[config.mk]
export PLATFORM = sky130hd
export DESIGN_NAME = serial_rx_core
export DESIGN_NICKNAME = d
export VERILOG_FILES = /design/src/rtl/srx_pkg.sv /design/src/rtl/srx_tick.sv /design/src/rtl/srx_sync.sv /design/src/rtl/srx_fsm.sv /design/src/rtl/srx_fifo.sv /design/src/rtl/serial_rx_core.sv
export SDC_FILE = /design/constraint.sdc
export NUM_CORES = 1
export LEC_CHECK = 0
export BUFFER_PORTS_ARGS = -buffer_cell sky130_fd_sc_hd__buf_2
export CAP_MARGIN = 20
export CORE_MARGIN = 2
export CORE_UTILIZATION = 40
export CTS_BUF_LIST = sky130_fd_sc_hd__clkbuf_4 sky130_fd_sc_hd__clkbuf_8
export DETAILED_ROUTE_END_ITERATION = 16
export PLACE_DENSITY = 0.66
export SETUP_SLACK_MARGIN = 0.15
export SYNTH_ARGS = -nofsm -noshare
export SYNTH_HDL_FRONTEND = slang
export SYNTH_SLANG_ARGS = --single-unit
[constraint.sdc]
create_clock -name clk_i -period 2.65 [get_ports clk_i]
set_input_delay 0.53 -clock clk_i [delete_from_list [all_inputs] [get_ports clk_i]]
set_output_delay 0.53 -clock clk_i [all_outputs]
set_load 0.1 [all_outputs]
[src/rtl/srx_pkg.sv]
package srx_pkg;
  typedef enum logic [1:0] {
    ST_IDLE  = 2'd0,
    ST_START = 2'd1,
    ST_DATA  = 2'd2,
    ST_STOP  = 2'd3
  } rx_state_e;

  localparam int unsigned TICKS_PER_BIT = 4;
  localparam int unsigned START_CONFIRM = 2;
endpackage

[src/rtl/srx_tick.sv]
module srx_tick #(
  parameter int unsigned DIV_W = 16
) (
  input  logic             clk_i,
  input  logic             rst_ni,
  input  logic [DIV_W-1:0] divisor_i,
  output logic             tick_o
);
  logic [DIV_W-1:0] cnt_q;

  assign tick_o = (cnt_q >= divisor_i);

  always_ff @(posedge clk_i or negedge rst_ni) begin
    if (!rst_ni)     cnt_q <= '0;
    else if (tick_o) cnt_q <= '0;
    else             cnt_q <= cnt_q + 1'b1;
  end

  // with a nonzero, steady divisor two ticks are never adjacent
  p_tick_gap_r1: assert property (@(posedge clk_i) disable iff (!rst_ni)
    (tick_o && divisor_i != '0) ##1 $stable(divisor_i) |-> !tick_o);
endmodule

[src/rtl/srx_sync.sv]
module srx_sync #(
  parameter int unsigned STAGES = 2
) (
  input  logic clk_i,
  input  logic rst_ni,
  input  logic d_i,
  output logic q_o
);
  logic [STAGES-1:0] ff_q;

  always_ff @(posedge clk_i or negedge rst_ni) begin
    if (!rst_ni) ff_q <= '1;
    else         ff_q <= {ff_q[STAGES-2:0], d_i};
  end

  assign q_o = ff_q[STAGES-1];
endmodule

[src/rtl/srx_fsm.sv]
module srx_fsm
  import srx_pkg::*;
#(
  parameter int unsigned DATA_W = 8
) (
  input  logic              clk_i,
  input  logic              rst_ni,
  input  logic              tick_i,
  input  logic              rx_i,
  output logic              push_o,
  output logic [DATA_W-1:0] byte_o,
  output logic              ferr_o
);
  localparam int unsigned BW = (DATA_W > 1) ? $clog2(DATA_W) : 1;
  localparam int unsigned TW = $clog2(TICKS_PER_BIT);
  localparam logic [TW-1:0] T_LAST = TW'(TICKS_PER_BIT - 1);
  localparam logic [TW-1:0] T_CONF = TW'(START_CONFIRM - 1);
  localparam logic [BW-1:0] B_LAST = BW'(DATA_W - 1);

  rx_state_e         state_q;
  logic [TW-1:0]     tcnt_q;
  logic [BW-1:0]     bcnt_q;
  logic [DATA_W-1:0] shreg_q;

  always_ff @(posedge clk_i or negedge rst_ni) begin
    if (!rst_ni) begin
      state_q <= ST_IDLE;
      tcnt_q  <= '0;
      bcnt_q  <= '0;
      shreg_q <= '0;
      push_o  <= 1'b0;
      byte_o  <= '0;
      ferr_o  <= 1'b0;
    end else begin
      push_o <= 1'b0;
      if (tick_i) begin
        unique case (state_q)
          ST_IDLE: begin
            if (!rx_i) begin
              state_q <= ST_START;
              tcnt_q  <= '0;
            end
          end
          ST_START: begin
            if (tcnt_q == T_CONF) begin
              tcnt_q <= '0;
              bcnt_q <= '0;
              state_q <= rx_i ? ST_IDLE : ST_DATA;
            end else begin
              tcnt_q <= tcnt_q + 1'b1;
            end
          end
          ST_DATA: begin
            if (tcnt_q == T_LAST) begin
              tcnt_q  <= '0;
              shreg_q <= {rx_i, shreg_q[DATA_W-1:1]};
              if (bcnt_q == B_LAST) state_q <= ST_STOP;
              else                  bcnt_q  <= bcnt_q + 1'b1;
            end else begin
              tcnt_q <= tcnt_q + 1'b1;
            end
          end
          ST_STOP: begin
            if (tcnt_q == T_LAST) begin
              tcnt_q  <= '0;
              push_o  <= 1'b1;
              byte_o  <= shreg_q;
              ferr_o  <= !rx_i;
              state_q <= ST_IDLE;
            end else begin
              tcnt_q <= tcnt_q + 1'b1;
            end
          end
          default: state_q <= ST_IDLE;
        endcase
      end
    end
  end

  // the receiver advances only on sample ticks
  p_state_on_tick_r1: assert property (@(posedge clk_i) disable iff (!rst_ni)
    !tick_i |=> $stable(state_q));
  // one push per frame, never back to back
  p_push_single_r3: assert property (@(posedge clk_i) disable iff (!rst_ni)
    push_o |=> !push_o);
endmodule

[src/rtl/srx_fifo.sv]
module srx_fifo #(
  parameter int unsigned DATA_W = 8,
  parameter int unsigned DEPTH  = 4
) (
  input  logic              clk_i,
  input  logic              rst_ni,
  input  logic              push_i,
  input  logic [DATA_W-1:0] byte_i,
  input  logic              ferr_i,
  input  logic              pop_i,
  input  logic              clr_frame_i,
  input  logic              clr_ovr_i,
  output logic [DATA_W-1:0] head_o,
  output logic              empty_o,
  output logic              full_o,
  output logic              one_left_o,
  output logic              frame_err_o,
  output logic              ovr_err_o
);
  localparam int unsigned PW = (DEPTH > 1) ? $clog2(DEPTH) : 1;
  localparam int unsigned CW = $clog2(DEPTH + 1);
  localparam logic [PW-1:0] P_LAST = PW'(DEPTH - 1);
  localparam logic [CW-1:0] C_FULL = CW'(DEPTH);
  localparam logic [CW-1:0] C_ONE  = CW'(DEPTH - 1);

  logic [DATA_W-1:0] mem_q [DEPTH];
  logic [PW-1:0]     wr_q, rd_q;
  logic [CW-1:0]     cnt_q;
  logic              do_push, do_pop;

  assign full_o     = (cnt_q == C_FULL);
  assign empty_o    = (cnt_q == '0);
  assign one_left_o = (cnt_q == C_ONE);
  assign do_push    = push_i && !full_o;
  assign do_pop     = pop_i && !empty_o;
  assign head_o     = mem_q[rd_q];

  for (genvar g = 0; g < DEPTH; g++) begin : g_slot
    always_ff @(posedge clk_i or negedge rst_ni) begin
      if (!rst_ni)                          mem_q[g] <= '0;
      else if (do_push && wr_q == PW'(g))   mem_q[g] <= byte_i;
    end
  end

  always_ff @(posedge clk_i or negedge rst_ni) begin
    if (!rst_ni) begin
      wr_q  <= '0;
      rd_q  <= '0;
      cnt_q <= '0;
    end else begin
      if (do_push) wr_q <= (wr_q == P_LAST) ? '0 : wr_q + 1'b1;
      if (do_pop)  rd_q <= (rd_q == P_LAST) ? '0 : rd_q + 1'b1;
      if (do_push && !do_pop)      cnt_q <= cnt_q + 1'b1;
      else if (do_pop && !do_push) cnt_q <= cnt_q - 1'b1;
    end
  end

  always_ff @(posedge clk_i or negedge rst_ni) begin
    if (!rst_ni) begin
      frame_err_o <= 1'b0;
      ovr_err_o   <= 1'b0;
    end else begin
      if (push_i && ferr_i)  frame_err_o <= 1'b1;
      else if (clr_frame_i)  frame_err_o <= 1'b0;
      if (push_i && full_o)  ovr_err_o   <= 1'b1;
      else if (clr_ovr_i)    ovr_err_o   <= 1'b0;
    end
  end

  p_count_bound_r5: assert property (@(posedge clk_i) disable iff (!rst_ni)
    cnt_q <= C_FULL);
  p_flags_excl_r6: assert property (@(posedge clk_i) disable iff (!rst_ni)
    !(empty_o && full_o));
  p_frame_flag_r7: assert property (@(posedge clk_i) disable iff (!rst_ni)
    push_i && ferr_i |=> frame_err_o);
  p_ovr_flag_r8: assert property (@(posedge clk_i) disable iff (!rst_ni)
    push_i && full_o |=> ovr_err_o);
  p_ovr_keep_r8: assert property (@(posedge clk_i) disable iff (!rst_ni)
    push_i && full_o && !pop_i |=> full_o && $stable(rd_q));
  p_frame_sticky_r9: assert property (@(posedge clk_i) disable iff (!rst_ni)
    frame_err_o && !clr_frame_i |=> frame_err_o);
  p_ovr_sticky_r9: assert property (@(posedge clk_i) disable iff (!rst_ni)
    ovr_err_o && !clr_ovr_i |=> ovr_err_o);
  p_push_pop_hold_r10: assert property (@(posedge clk_i) disable iff (!rst_ni)
    push_i && pop_i && !empty_o && !full_o |=> $stable(cnt_q));
  p_empty_pop_r10: assert property (@(posedge clk_i) disable iff (!rst_ni)
    pop_i && empty_o && !push_i |=> empty_o);
endmodule

[src/rtl/serial_rx_core.sv]
module serial_rx_core #(
  parameter int unsigned DIV_W  = 16,
  parameter int unsigned DATA_W = 8,
  parameter int unsigned DEPTH  = 4
) (
  input  logic              clk_i,
  input  logic              rst_ni,
  input  logic              rx_i,
  input  logic [DIV_W-1:0]  divisor_i,
  input  logic              pop_i,
  input  logic              clr_frame_i,
  input  logic              clr_ovr_i,
  output logic [DATA_W-1:0] head_o,
  output logic              empty_o,
  output logic              full_o,
  output logic              one_left_o,
  output logic              frame_err_o,
  output logic              ovr_err_o
);
  logic              tick, rx_s, push, ferr;
  logic [DATA_W-1:0] rx_byte;

  srx_tick #(.DIV_W(DIV_W)) u_tick (
    .clk_i, .rst_ni, .divisor_i, .tick_o(tick)
  );

  srx_sync #(.STAGES(2)) u_sync (
    .clk_i, .rst_ni, .d_i(rx_i), .q_o(rx_s)
  );

  srx_fsm #(.DATA_W(DATA_W)) u_fsm (
    .clk_i, .rst_ni, .tick_i(tick), .rx_i(rx_s),
    .push_o(push), .byte_o(rx_byte), .ferr_o(ferr)
  );

  srx_fifo #(.DATA_W(DATA_W), .DEPTH(DEPTH)) u_fifo (
    .clk_i, .rst_ni, .push_i(push), .byte_i(rx_byte), .ferr_i(ferr),
    .pop_i, .clr_frame_i, .clr_ovr_i, .head_o, .empty_o, .full_o,
    .one_left_o, .frame_err_o, .ovr_err_o
  );
endmodule

# After elaboration in Yosys (flattened, before gate mapping)
# Index checks and enable logic that the tools add are counted.
# classes
addsub	7
order_cmp	2
eq_ne	18
muxes	30
bitwise_logic	1
reduce_logical	28
# ops
cell	count
two-way mux 2 bit	11
adder 16 x 1 -> 16 bit, second input constant	1
binary-select mux 8 bit (select 2 bit)	1
greater-or-equal comparator 16 bit	1
two-way mux 16 bit	1
two-way mux 8 bit	2
two-way mux 3 bit	5
== test 2 bit, second input constant	6
logical AND 1 bit	10
inequality test 2 x 1 -> 1 bit, second input constant	4
one-hot mux 2 bit (4 select lines)	1
nonzero test 2 bit	4
two-way mux 1 bit	7
adder 2 x 1 -> 2 bit, second input constant	3
adder 3 x 1 -> 3 bit, second input constant	2
== test 2 x 1 -> 1 bit, second input constant	3
== test 3 bit, second input constant	2
one-hot mux 2 bit (3 select lines)	1
one-hot mux 3 bit (2 select lines)	1
AND reduction 3 bit	2
AND reduction 6 bit	1
zero test 1 bit	5
AND reduction 5 bit	1
zero test 2 bit	2
8 further kinds	9
# totals
register_bits	84
inputBits	22
out_inout_bits	13
wordCells	104

# Longest topological paths before layout
# Gate-level depths: netlist of run 1.
# logic_depth
ltp_word	7
ltp_mapped	9
ltp_nobuf	8

# Cells and area by module
# A second synthesis of run 1 with hierarchy kept.
# hier_totals
cells_unflattened	343
hier_area_um2	4388.0
# modules_own_cells
module	instances	cells_each	area_each_um2	seq_area_each_um2
srx_fifo	1	124	1884.3	1026.0
srx_tick	1	130	1260.0	400.4
srx_fsm	1	87	1191.1	625.6
srx_sync	1	2	52.6	52.6

# Worst setup path after synthesis of run 1
# Ideal clock, no wire load.
# synth_path
path_kind	register -> register
startpoint	reg u_fifo.cnt_q[0]
endpoint	reg u_fifo.cnt_q[1]
setup_ns	0.125
arrival_time_ns	4.025
required_time_ns	2.525
setup_slack_ns	-1.500
path_stages_with_launch	8
n_path_buf	1
period_less_slack_ns	4.150
cell_sequence	dfrtp_1 nor3b_1 nor2b_1 clkbuf_1 ha_1 inv_1 fa_1 mux2_2
# synth_between
elab_chain_cells	6
elab_cells_between_ends	15
classes_between	2 x add/sub; 1 x eq/ne; 2 x mux; 10 x reduce/logical
# synth_rtl
item	line	source
from (decl)	srx_fifo.sv:28	logic [CW-1:0] cnt_q;
from (signal assigned)	srx_fifo.sv:53	if (do_push && !do_pop) cnt_q <= cnt_q + 1'b1;
from (signal assigned)	srx_fifo.sv:54	else if (do_pop && !do_push) cnt_q <= cnt_q - 1'b1;
== test 3 bit (*)	srx_fifo.sv:31	assign full_o = (cnt_q == C_FULL);
net full_o	serial_rx_core.sv:15	output logic full_o,
zero test 1 bit (*)	srx_fifo.sv:34	assign do_push = push_i && !full_o;
logical AND 1 bit (*)	srx_fifo.sv:34	
net u_fifo.do_push	srx_fifo.sv:29	logic do_push, do_pop;
zero test 1 bit	srx_fifo.sv:54	
logical AND 1 bit	srx_fifo.sv:54	
nonzero test 2 bit (no source line)	-	
# Mark *: on every way through the listed nets, which the timed path passes. The rest lies on a longest branch. The select of a mux whose other input is x is not followed.
# A chain may end at the register's enable or synchronous reset.

# Final worst setup path of run 1
# layout_path
startpoint	reg u_tick.cnt_q[1]
endpoint	reg u_fsm.shreg_q[4]
# layout_between
elab_chain_cells	2
# layout_rtl
item	line	source
from (decl)	srx_tick.sv:9	logic [DIV_W-1:0] cnt_q;
from (signal assigned)	srx_tick.sv:16	else cnt_q <= cnt_q + 1'b1;
greater-or-equal comparator 16 bit	srx_tick.sv:11	assign tick_o = (cnt_q >= divisor_i);
AND reduction 3 bit (no source line)	-	
to (signal assigned)	srx_fsm.sv:56	shreg_q <= {rx_i, shreg_q[DATA_W-1:1]};
to (decl)	srx_fsm.sv:23	logic [DATA_W-1:0] shreg_q;
# Every way passes these cells.

==> results_dict.tcl, run 1 <==
set metrics [dict create \
    crit_path_top_delay_cell "dfrtp_1" \
    coreArea_um2 10180 \
    post-route-drc-count 0 \
    routed_wl_mm 7.283 \
    cp_data_arrival_time_ns 2.59 \
    yosys-top-cells-count "82 x dfrtp_1, 45 x mux2_2, 30 x inv_1" \
    fillers 946 \
    cts_root_buffer "clkbuf_8" \
    fin_tns_setup_ns 0 \
    portBuffers 34 \
    required_ns 2.90 \
    slew_violations 0 \
    yosysMostFrequentCell "dfrtp_1" \
    gp_congestion 0.7662 \
    firstDrtPassIters 6 \
    drive_above_1_share_pct 34.55 \
    final_area_um2 4770 \
    fin_cells 521 \
    power_density_nw_per_um2 644.1 \
    yosysSeqAreaShare_pct 50.74 \
    cts_tree "done" \
    cp-end-kind "flop" \
    finalSetupViolCount 0 \
    viasPerCell 4.904 \
    drtIter0Drc 112 \
    grt_pass1_wl_mm 12.60 \
    yosysWarnings 0 \
    die_w_um 105.8 \
    critPathKind "reg2reg" \
    n_antenna_cell 0 \
    crit_path_max_incr_delay_ns 0.42 \
    yosys_register_bits 84 \
    worstPathMaxFanout 8 \
    drtAntennaViolNets 0 \
    worst_slew_pin_slew_ns 0.7432 \
    num_io_pins 35 \
    post_cts_buffers 0 \
    leakage_uw 0.002454 \
    synth_edf_count 0 \
    clk_latency_ns 0.37 \
    synth_cells 335 \
    dp_hpwl_mm 5.274 \
    dp.cells 505 \
    clkSinkCount 84 \
    worst_hold_slack_ns 0.2120 \
    vias 2555 \
    synth_top_cell_by_area "dfrtp_1" \
    yosys-top-cells-area "dfrtp_1 49%, mux2_2 12%, ha_1 8.4%" \
    maxCapViolCount 0 \
    die_y_um 105.8 \
    synthArstFlopShare_pct 100.0 \
    syn_nets 386 \
    htree_num_levels 3 \
    hold_class "in2async" \
    timing.fmax_ghz 0.4286 \
    grt_pass1_vias 2577 \
    grt_overflow 0 \
    core.rowCount 37 \
    final_core_util_pct 46.83 \
    synth_top_cell_area_share_pct 49.47 \
    multi_input_area_um2 1934 \
    start_util_pct 40.72 \
    place_area_um2 4568 \
    antenna_found_initial 0 \
    clkTransAtPathRegs_ns 0.09 \
    vdd_drop_max_v 0.0003081 \
    cts_buffer_depth 2 \
    routedWlPerCell_um 13.98 \
    syn-cell-area_um2 4148 \
    nets 431 \
    yosys.cell_types.count 38 \
    finalHoldViolations 0 \
    area_growth_pct 14.99 \
    period_needed_ns 2.333 \
    seqCellArea_um2 2107 \
    syn_avg_cell_area_um2 12.38 \
    cts_made_buffers 9 \
    synthFlopType "dfrtp_1" \
    clock_skew_ns 0.01484 \
    crit_chain "ha_1 -> nor2b_1 -> o211a_1 -> o311ai_2 -> nand4b_2 -> and3_2 -> mux2_4" \
    start_kind "flop" \
    relSlewSlack_pct 50.45 \
    dieArea_um2 11200 \
    min_period_over_period_pct 88.03 \
    status "complete, no violations" \
    grt_max_degree 60 \
    grt_usage_pct 14.23 \
    rsz0062_at_grt "false" \
]
-- per-layer routing --
metal / vias up / routed length, µm / global-route usage [%]
met2: 31 / 3584 / 23.04
met4: 0 / 83 / 4.605
li1: 1243 / - / -
met3: 6 / 244 / 4.143
met5: - / 0 / 0
met1: 1275 / 3371 / 18.42
-- metrics by stage --
| step | power (µW) | worst slack (ns) |
|---|---|---|
| after floorplan | 2015 | 0.01443 |
| after global placement | 2161 | 0.04844 |
| after detailed placement | 2188 | 0.01006 |
| after CTS | 3116 | 0.2290 |
| after global routing | 3253 | 0.1671 |
| final | 3072 | 0.3171 |
-- layout make-up --
| type | instances | area share, % |
|---|---|---|
| clock buffer | 9 | 2.597 |
| clock inverter | 7 | 1.600 |
| inverter | 30 | 2.361 |
| multi-input combinational | 213 | 40.56 |
| sequential | 84 | 44.18 |
| tap | 136 | 3.568 |
| timing repair buffer | 42 | 5.142 |
-- final timing paths --
check,startpoint,to,slack (ns),cells after the start
worst max-delay path,u_tick.cnt_q[1]$_DFF_PN0_,u_fsm.shreg_q[4]$_DFFE_PN0P_,0.32,7
min in group clk_i,rx_i,u_sync.ff_q[0]$_DFF_PN1_,0.25,1
max in group asynchronous,rst_ni,u_fifo.mem_q[18]$_DFFE_PN0P_,1.67,2
worst min-delay path,rst_ni,u_tick.cnt_q[6]$_DFF_PN0_,0.21,1
worst max register to register,u_tick.cnt_q[1]$_DFF_PN0_,u_fsm.shreg_q[4]$_DFFE_PN0P_,0.32,7
worst min register to register,u_sync.ff_q[0]$_DFF_PN1_,u_sync.ff_q[1]$_DFF_PN1_,0.36,0
-- critical path: cells and delay by family, from the launching register on --
kind                     cells  cell delay (ns)
AO/OA/AOI/OAI                2             0.49
adder cells (fa/ha/maj)      1             0.29
flip-flops                   1             0.42
multiplexers                 1             0.33
AND/OR/NAND/NOR              3             0.69
-- kinds of logic (layout without fill, tap and decap cells) --
group / count (synthesis) / count (layout) / share of synthesized area (%)
flip-flops: 84 / 84 / 50.74
XOR/XNOR: 17 / 17 / 3.590
buffers and inverters: 38 / 88 / 3.741
adder cells (fa/ha/maj): 29 / 29 / 8.929
AO/OA/AOI/OAI: 25 / 25 / 3.831
multiplexers: 64 / 64 / 20.18
AND/OR/NAND/NOR: 78 / 78 / 8.989
-- sequential cells by signal, summed over array words and instances, names as in the netlist, 2 cells and up, named ones only --
register	flops
u_fsm.byte_o	8
u_fifo.rd_q	2
u_fsm.shreg_q	8
u_fifo.mem_q	32
u_tick.cnt_q	16
u_fsm.bcnt_q	3
u_fsm.tcnt_q	2
u_sync.ff_q	2
u_fifo.cnt_q	3
u_fifo.wr_q	2
-- placed cells by master, fill, tap and decap left out, types with 4 or more instances in the layout --
master,Yosys,layout
nand4_1,5,5
dfrtp_1,82,80
o21ai_0,7,7
inv_1,30,29
nand2_1,19,19
a21oi_1,9,9
mux2_4,8,8
nand3_1,10,10
mux2_2,45,45
buf_4,1,8
buf_2,1,33
mux4_2,8,8
xor2_1,11,11
ha_1,28,27
nor2_1,26,26
clkbuf_8,0,9
and3_1,5,4
xnor2_1,6,6
-- power by group --
group / switching, µW / internal (µW)
clock network: 545 / 376
registers: 154 / 1380
logic: 355 / 266
total: 1050 / 2020
-- timing repair --
action	4_1_cts	5_1_grt
hold buffers	0	0
resized for setup	0	1
setup endpoints to repair	0	8
Power figures use the tool's default switching activity.
==> run 2, diff against run 1 <==
==> constraint.sdc (replaced) <==
create_clock -name clk_i -period 2.63 [get_ports clk_i]
set_input_delay 0.263 -clock clk_i [delete_from_list [all_inputs] [get_ports clk_i]]
set_output_delay 0.263 -clock clk_i [all_outputs]
set_load 0.1 [all_outputs]
==> results_dict.tcl, run 2 (synthesis gave the netlist of run 1 again) <==
set metrics [dict create \
    grt_pass1_vias 2627 \
    antenna_found_initial 0 \
    clock_skew_ns 0.006046 \
    maxCapViolCount 0 \
    fillers 911 \
    power.share.sequential_pct 48.2 \
    switching_share_pct 29.50 \
    p_comb_share_pct 17.7 \
    coreArea_um2 10180 \
    gp_congestion 0.8133 \
    cts_root_buffer "clkbuf_8" \
    viasPerCell 4.925 \
    nets 433 \
    p_int_uw 2310 \
    core.rowCount 37 \
    period_needed_ns 2.320 \
    grt_pass1_wl_mm 12.54 \
    grt_max_degree 55 \
    dieArea_um2 11200 \
    drtIter0Drc 87 \
    routed_wl_mm 7.289 \
    cts_made_buffers 9 \
    power_density_nw_per_um2 677.6 \
    timing.fmax_ghz 0.4311 \
    regMostFlops "u_fifo.mem_q" \
    final_core_util_pct 47.47 \
    vias 2571 \
    area_growth_pct 16.56 \
    htree_num_levels 3 \
    rsz0062_at_grt "false" \
    routedWlPerCell_um 13.96 \
    min_period_over_period_pct 88.19 \
    power.share.clock_pct 34.1 \
    reg.largest.list "u_fifo.mem_q (32), u_tick.cnt_q (16)" \
    hold_class "in2reg" \
    final_cell_mix "80 x dfrtp_1, 45 x mux2_2, 33 x buf_2, 29 x inv_1, 27 x ha_1" \
    clkSinkCount 84 \
    cts_buffer_depth 2 \
    multi_input_area_um2 1934 \
    worst_slew_pin_slew_ns 0.5736 \
    cp-end-kind "flop" \
    largest_reg_flops 32 \
    portBuffers 34 \
    worst_hold_slack_ns 0.09552 \
    n_antenna_cell 0 \
    dp_hpwl_mm 5.244 \
    status "complete, no violations" \
    start_kind "flop" \
    post-route-drc-count 0 \
    grt_usage_pct 14.32 \
    start_util_pct 40.72 \
    critPathKind "reg2reg" \
    relSlewSlack_pct 61.76 \
    p_sw_uw 966.5 \
    finalSetupViolCount 0 \
    drive_above_1_share_pct 34.20 \
    die_w_um 105.8 \
    drtAntennaViolNets 0 \
    finalHoldViolations 0 \
    required_ns 2.87 \
    seqCellArea_um2 2107 \
    worstPathMaxFanout 5 \
    mostFrequentLayoutCell "dfrtp_1" \
    vdd_drop_max_v 0.0004737 \
    clk_latency_ns 0.35 \
    cp_data_arrival_time_ns 2.56 \
    num_io_pins 35 \
    firstDrtPassIters 4 \
    slew_violations 0 \
    leakage_uw 0.002480 \
    die_y_um 105.8 \
    grt_overflow 0 \
    clkTransAtPathRegs_ns 0.08 \
    cts_tree "done" \
]
==> run 2: cell count changes in the layout (fill, tap and decap cells not counted), sizes merged <==
cell	change
inv	-3
clkbuf	+1
bufinv	+3
clkinv	-2
dlygate4sd3	+2
==> run 2: critical path: stages, from the launching register on <==
cell	delay (ns)
dfrtp_1	0.41
ha_1	0.29
nor2b_1	0.13
o211a_1	0.21
o311ai_2	0.29
nand4b_2	0.19
buf_4	0.19
o21ai_0	0.12
mux2_2	0.37
==> run 2: what timing repair did <==
item                                   in CTS  in global routing
endpoints found under the hold margin      31                  0
buffers inserted                            0                  1
hold buffers                                2                  0
setup endpoints to repair                   0                 18
resized for setup                           0                  1
==> run 2: cell type report <==
cell class / count / area share [%]
sequential: 84 / 43.58
multi-input combinational: 213 / 40.01
timing repair buffer: 44 / 5.487
tap: 136 / 3.520
clock buffer: 10 / 2.847
inverter: 30 / 2.329
clock inverter: 5 / 2.226
==> run 2: stage by stage <==
step / TNS, ns / area, µm² / worst slack, ns / std cells / power (µW)
6_report: 0 / 4835 / 0.3105 / 522 / 3276
5_1_grt: 0 / 4835 / 0.1823 / 522 / 3473
4_1_cts: 0 / 4826 / 0.2115 / 521 / 3331
3_5_place_dp: 0 / 4561 / 0.2369 / 504 / 2198
3_3_place_gp: 0 / 4561 / 0.3044 / 504 / 2181
2_1_floorplan: -0.005568 / 4199 / -0.005568 / 335 / 2030
==> run 2: final timing paths <==
| kind | from | end | slack, ns | cells after the start |
|---|---|---|---|---|
| max | u_tick.cnt_q[1]$_DFF_PN0_ | u_fsm.tcnt_q[1]$_DFFE_PN0P_ | 0.31 | 8 |
| min | clr_frame_i | u_fifo.frame_err_o$_DFFE_PN0P_ | 0.1 | 2 |
| max reg2reg | u_tick.cnt_q[1]$_DFF_PN0_ | u_fsm.tcnt_q[1]$_DFFE_PN0P_ | 0.31 | 8 |
| min reg2reg | u_sync.ff_q[0]$_DFF_PN1_ | u_sync.ff_q[1]$_DFF_PN1_ | 0.36 | 0 |
| max in group asynchronous | rst_ni | u_sync.ff_q[0]$_DFF_PN1_ | 1.58 | 3 |
| min in group asynchronous | rst_ni | u_tick.cnt_q[7]$_DFF_PN0_ | 0.39 | 2 |
==> run 2: routing by layer <==
metal  wire length, µm  part of all wire, %  vias up  track usage [%]
met5                 0                    0        -                0
met3               203                  2.8        9            3.834
li1                  -                    -     1249                -
met4               104                  1.4        0            4.793
met2              3561                   49       28            23.46
met1              3419                   47     1285            18.47
==> run 2: power by group through the flow <==
stage	Clock, µW	Combinational, µW	Sequential (µW)
floorplan	0	513	1520
global placement	0	574	1610
detailed placement	0	587	1610
CTS	1160	591	1580
global route	1220	653	1600
finish	1120	579	1580
